File: config.mk
export PLATFORM = sky130hd
export DESIGN_NAME = cmp_chg_irq
export DESIGN_NICKNAME = d
export VERILOG_FILES = /design/src/rtl/cmpi_pkg.sv /design/src/rtl/cmpi_sync.sv /design/src/rtl/cmpi_track.sv /design/src/rtl/cmpi_gate.sv /design/src/rtl/cmp_chg_irq.sv
export SDC_FILE = /design/constraint.sdc
export NUM_CORES = 1
export LEC_CHECK = 0
export ABC_AREA = 1
export BUFFER_PORTS_ARGS = -buffer_cell sky130_fd_sc_hd__buf_2
export CAP_MARGIN = 5
export CORE_AREA = 2 2 39 41
export DETAILED_ROUTE_END_ITERATION = 7
export DIE_AREA = 0 0 41 43
export PLACE_DENSITY = 0.46
export SYNTH_ARGS = -nofsm -noshare
export SYNTH_HDL_FRONTEND = slang
export SYNTH_SLANG_ARGS = --single-unit
export TNS_END_PERCENT = 5
File: constraint.sdc
create_clock -name clk -period 1.1 [get_ports clk]
set_input_delay 0 -clock clk [delete_from_list [all_inputs] [get_ports clk]]
set_output_delay 0 -clock clk [all_outputs]
set_load 0.01 [all_outputs]
File: src/rtl/cmpi_pkg.sv
// Package: shared sizing for the comparator change interrupt block.
// Assumes exactly three enable levels, each at a fixed bit position.
package cmpi_pkg;
    localparam int EN_W       = 3;
    localparam int EN_SOURCE  = 0;
    localparam int EN_GROUP   = 1;
    localparam int EN_GLOBAL  = 2;
endpackage

File: src/rtl/cmpi_sync.sv
// Module: flop chain that brings an asynchronous bit into the clk domain.
// Assumes STAGES >= 2. The chain is left without reset on purpose: it keeps
// sampling during reset, so the held copy can load a settled value.
module cmpi_sync #(
    parameter int STAGES = 2
) (
    input  logic clk,
    input  logic d_async,
    output logic q_sync
);
    localparam int LAST = STAGES - 1;

    logic [STAGES-1:0] chain;

    generate
        for (genvar i = 0; i < STAGES; i++) begin : g_stage
            if (i == 0) begin : g_first
                // purpose: capture the asynchronous input
                always_ff @(posedge clk) chain[0] <= d_async;
            end else begin : g_next
                // purpose: let a metastable value settle through one more flop
                always_ff @(posedge clk) chain[i] <= chain[i-1];
            end
        end
    endgenerate

    assign q_sync = chain[LAST];
endmodule

File: src/rtl/cmpi_track.sv
// Module: held copy of the comparator value and the sticky change flag.
// Assumes live is already synchronized. A mismatch in a cycle with no
// register access sets the flag, and a set wins over a software clear.
module cmpi_track (
    input  logic clk,
    input  logic rst_n,
    input  logic live,
    input  logic access,
    input  logic flag_we,
    input  logic flag_wdata,
    output logic held_q,
    output logic flag_q
);
    logic mismatch;
    logic set_hit;

    // purpose: detect disagreement, with the access cycle absorbing a change
    always_comb begin
        mismatch = live ^ held_q;
        set_hit  = mismatch & ~access;
    end

    // purpose: reload the held copy on reset or on any register access
    always_ff @(posedge clk) begin
        if (!rst_n)
            held_q <= live;
        else if (access)
            held_q <= live;
    end

    // purpose: sticky flag, hardware set beats the software write
    always_ff @(posedge clk) begin
        if (!rst_n)
            flag_q <= 1'b0;
        else if (set_hit)
            flag_q <= 1'b1;
        else if (flag_we)
            flag_q <= flag_wdata;
    end
endmodule

File: src/rtl/cmpi_gate.sv
// Module: enable register and interrupt gate.
// Assumes the request must have every enable bit set together with the flag.
module cmpi_gate #(
    parameter int EN_W = 3
) (
    input  logic            clk,
    input  logic            rst_n,
    input  logic            en_we,
    input  logic [EN_W-1:0] en_wdata,
    input  logic            flag_q,
    output logic [EN_W-1:0] en_q,
    output logic            irq
);
    // purpose: hold the enable bits written by software
    always_ff @(posedge clk) begin
        if (!rst_n)
            en_q <= '0;
        else if (en_we)
            en_q <= en_wdata;
    end

    // purpose: request only when the flag and all enables agree
    always_comb irq = flag_q & (&en_q);
endmodule

File: src/rtl/cmp_chg_irq.sv
// Module: top of the comparator change interrupt logic.
// Assumes reg_access is a one-cycle strobe for any read or write of the
// status/control register, and that cmp_raw may change at any time.
module cmp_chg_irq
    import cmpi_pkg::*;
#(
    parameter int SYNC_STAGES = 2
) (
    input  logic            clk,
    input  logic            rst_n,
    input  logic            cmp_raw,
    input  logic            reg_access,
    input  logic            flag_we,
    input  logic            flag_wdata,
    input  logic            en_we,
    input  logic [EN_W-1:0] en_wdata,
    output logic            cmp_status,
    output logic            flag,
    output logic [EN_W-1:0] en_q,
    output logic            irq
);
    logic held_q;

    cmpi_sync #(.STAGES(SYNC_STAGES)) u_sync (
        .clk     (clk),
        .d_async (cmp_raw),
        .q_sync  (cmp_status)
    );

    cmpi_track u_track (
        .clk        (clk),
        .rst_n      (rst_n),
        .live       (cmp_status),
        .access     (reg_access),
        .flag_we    (flag_we),
        .flag_wdata (flag_wdata),
        .held_q     (held_q),
        .flag_q     (flag)
    );

    cmpi_gate #(.EN_W(EN_W)) u_gate (
        .clk      (clk),
        .rst_n    (rst_n),
        .en_we    (en_we),
        .en_wdata (en_wdata),
        .flag_q   (flag),
        .en_q     (en_q),
        .irq      (irq)
    );
endmodule

# After elaboration in Yosys (flattened, before gate mapping)
# Index checks and enable logic that the tools add are counted.
# classes
magnitude_cmp	0
add_sub_neg	0
div	0
mux	4
n_reduce_logical	2
mul	0
eq_ne	1
n_shift	0
bitwise_logic	4
# op_table
cell	n
$mux W1	4
$reduce_and A3 Y1	1
$and A1 B1 Y1	2
$ne A2 B1 Y1 const B	1
$reduce_bool A2 Y1	1
$not A1 Y1	1
$xor A1 B1 Y1	1
# word_totals
output_inout_bits	6
ramBits	0
latch_bits	0
mem_bits_ro	0
mem_count	0
ff_bits	7
elab_cells	16

# Logic depth before layout (Yosys ltp)
# logic_depth
ltp_word	3
ltp_mapped	4
ltp_nobuf	4

# Cells and area by module
# From an unflattened synthesis, not the netlist that was laid out.
# unflattened
hier_cells	40
hier_area_um2	287.8
# modules_own_cells
mod	seq_area_each_um2	area_per_inst_um2	instances	cells_per_inst
cmpi_gate	60.1	127.6	1	21
cmpi_track	50.0	120.1	1	17
cmpi_sync	40.0	40.0	1	2

# Worst setup path before layout
# OpenSTA, ideal clock, no wires.
# synth_path
path_type	register -> register
from	reg u_sync.chain[1] (netlist: u_sync.q_sync)
to	reg u_track.flag_q
t_arrival_ps	656
n_path_buf	0
path_stages_with_launch	5
setup_ps	66
required_ps	1034
slack_ps	378
cell_sequence	dfxtp_1 inv_1 nand2_2 nand3_2 a21oi_2
# synth_via
elab_chain_len	3
word_cells_on_any_way	4
cone_classes	1 x mux; 2 x bitwise; 1 x reduce/logical
# synth_rtl
element	line	rtl
start: declaration	cmpi_sync.sv:13	logic [STAGES-1:0] chain;
start signal: indexed assignment	cmpi_sync.sv:22	always_ff @(posedge clk) chain[i] <= chain[i-1];
$xor A1 B1 Y1 (*)	cmpi_track.sv:19	mismatch = live ^ held_q;
$and A1 B1 Y1 (*)	cmpi_track.sv:20	set_hit = mismatch & ~access;
$mux W1 or $reduce_bool A2 Y1 (tied branches)	--	
end signal: assignment	cmpi_track.sv:38	flag_q <= flag_wdata;
end: declaration	cmpi_track.sv:12	output logic flag_q
# Every way passes the cells marked *; elsewhere a longest branch is shown, timed or not.
# A chain may end at the register's enable or synchronous reset.

# Final worst setup path
# layout_path
from	reg u_gate.en_q[1]
to	out irq
# layout_via
elab_chain_len	2
# layout_rtl
element	line	rtl
start: declaration	cmpi_gate.sv:11	output logic [EN_W-1:0] en_q,
start signal: assignment	cmpi_gate.sv:19	en_q <= en_wdata;
$reduce_and A3 Y1	cmpi_gate.sv:23	always_comb irq = flag_q & (&en_q);
$and A1 B1 Y1	cmpi_gate.sv:23	
end: declaration	cmp_chg_irq.sv:20	output logic irq
# Every way passes these cells.

==> run metrics <==
outcome finished, final reports clean; n_diodes 0; fillers 158; I/O pins 16; Vias 274; largest voltage drop on the vdd net 0.303 mV; DRT Wirelength 564 um; Net Count, Synth 44; biggest cell delay along the critical path 0.35 ns; maximum number of pins on one net before global-route repair 6; final cycle utilization of the critical path 80.7%; 1st-pass router iterations 4; number of nets with antenna violations after detailed routing 0; number of resized instances in the post-cts repair step 0; count of unique library cells instantiated by Yosys 12; area post-placement 365 sq um; mapped cell area 270 sq um; starting density of the core 19.5%; wire length of the first global-routing pass 786 um; Leak 0.000232 uW; final std cell area, no fill 432 sq um; placeable core region 0.00138 sq mm; count of unresolved DRC violations after routing 0; worst slack at placement 0.368 ns; total global routing overflow 0; DRT iter0 DRCs 8; critical-path cell list nand3_1 > nor2_1 > buf_2; max_slew headroom 91.8%; Core Util, Final 31.2%; slowest cell on the critical path dfxtp_1; # rows 14; Fin Clk Skew 0.0000999 ns; die boundary height 43 um; clock transition time at the flip-flop clock pins of the worst setup and hold paths 0.05 ns; post-detailed-route via-to-cell ratio 3.75; transition at the pin with the smallest max-transition slack 0.123 ns; Yosys Warn Count 0; maximum number of buffers from clock root to sink 2; Worst EP arrival 0.89 ns; post-route worst hold slack 0.0317 ns; number of nets in the finished design 68; worst min path class primary input to flip-flop; gate count after technology mapping 34; sort of element at the start of the critical path flip-flop; H-tree depth reported by CTS 1; register bit total from synthesis 7; total setup violations reported at the end of the flow 0; wire length per cell 7.73 um; number of global-route vias before repair 211; share of layout cells above drive strength 1 40.4%; post-synthesis area per instance 7.95 sq um; endpoints failing hold 0; final worst slack 0.213 ns; global routing usage summed across all routing layers 6.94%; insertion delay of the later-clocked pin in the worst-skew pair 0.24 ns; maxcap violations 0; kind of end point of the critical path output pin; TritonCTS clock tree built; buffers added on ports 15; P per Cell Area 1380 mW/mm^2; category of the most critical setup path flip-flop to output pin; die area 0.00176 sq mm; Syn-to-layout area delta 59.7%; Peak Freq 1.13 GHz; worst-path maximum fanout 3; Final Slew Violations 0; gpl congestion 0.611; Root Driver clkbuf_4; cts bufs inserted 3; Clock Sinks 7; estimated wirelength of the detail-placed design 466 um; Horiz. Die Dim 41 um; sequential-to-total area share from yosys stat 55.6%; unrepaired setup endpoints after global routing false; Total Neg Setup Slack 0 ns; post-layout min period 0.887 ns; critical path required time 1.10 ns; antenna violations before repair 0
==> placed cells by master (no fill, tap or decap), types with 2 or more instances in the layout <==
master and count:
buf_2 15, clkbuf_4 3, dfxtp_1 6, dlygate4sd3_1 4
inv_1 5, inv_2 2, nand2_1 5, nor2_1 7
o21ai_1 3
==> critical path: cells and delay by family, from the launching register on <==
family	cells	cell delay, ns
AND/OR/NAND/NOR	2	0.17
buffers and inverters	1	0.13
flip-flops	1	0.35
==> sequential cells by signal (all words and copies together), names as in the netlist <==
| name | cells |
|---|---|
| u_gate.en_q | 3 |
| u_track.flag_q | 1 |
| u_track.held_q | 1 |
| u_sync.q_sync | 1 |
| u_sync.chain | 1 |
==> cells in the mapped netlist, drive strengths merged <==
master | instances | share of area (%)
a21oi | 1 | 3.2
clkinv | 1 | 1.4
nand2 | 6 | 9.3
o21ai | 3 | 5.6
edfxtp | 1 | 11
inv | 7 | 9.7
nor2 | 7 | 9.7
nand3 | 2 | 5.6
dfxtp | 6 | 44
==> layer usage <==
| metal | GRT usage [%] | share of wire (%) | up-vias |
|---|---|---|---|
| met4 | 6.00 | 0 | 0 |
| met2 | 9.06 | 46 | 13 |
| met5 | 0 | 0 | - |
| li1 | - | - | 149 |
| met3 | 3.14 | 12 | 0 |
| met1 | 8.09 | 42 | 112 |
==> through the flow <==
stage / total power [uW] / cells
after global routing: 646 / 73
after global placement: 367 / 65
final: 597 / 73
after detailed placement: 368 / 65
after floorplan: 330 / 34
after CTS: 611 / 73
==> cells by family (layout without fill, tap and decap cells) <==
logic type	Yosys count	count (layout)	synth area share, %
simple gates	15	15	24.5
buf+inv	8	31	11.1
flops	7	7	55.6
compound gates	4	4	8.80
==> final timing paths <==
kind                        start             end  slack, ns  cells after the start
hold / removal              rst_n  u_track.flag_q       0.03                      3
hold reg to reg   u_sync.chain[0]   u_sync.q_sync       0.32                      0
setup reg to reg   u_track.held_q  u_track.flag_q       0.36                      3
setup / recovery   u_gate.en_q[1]             irq       0.21                      3
==> final cells by class <==
type | instances | area (sq um) | area share, %
Timing Repair Buffer | 19 | 115 | 26.7
Clock buffer | 4 | 26.3 | 6.09
Tap cell | 16 | 20.0 | 4.64
Inverter | 8 | 30.0 | 6.96
Multi-Input combinational cell | 19 | 90.1 | 20.9
Sequential cell | 7 | 150 | 34.8
==> report_power, final <==
group          internal [uW]  total, uW  switching (uW)
logic                   42.9       83.1            40.2
clock network            138        225            86.7
registers                278        290            11.2
==> repair_timing <==
action,CTS,global route
hold endpoints to repair,4,0
buffers inserted,0,0
hold buffers,4,0
(Power assumes the default switching activity.)
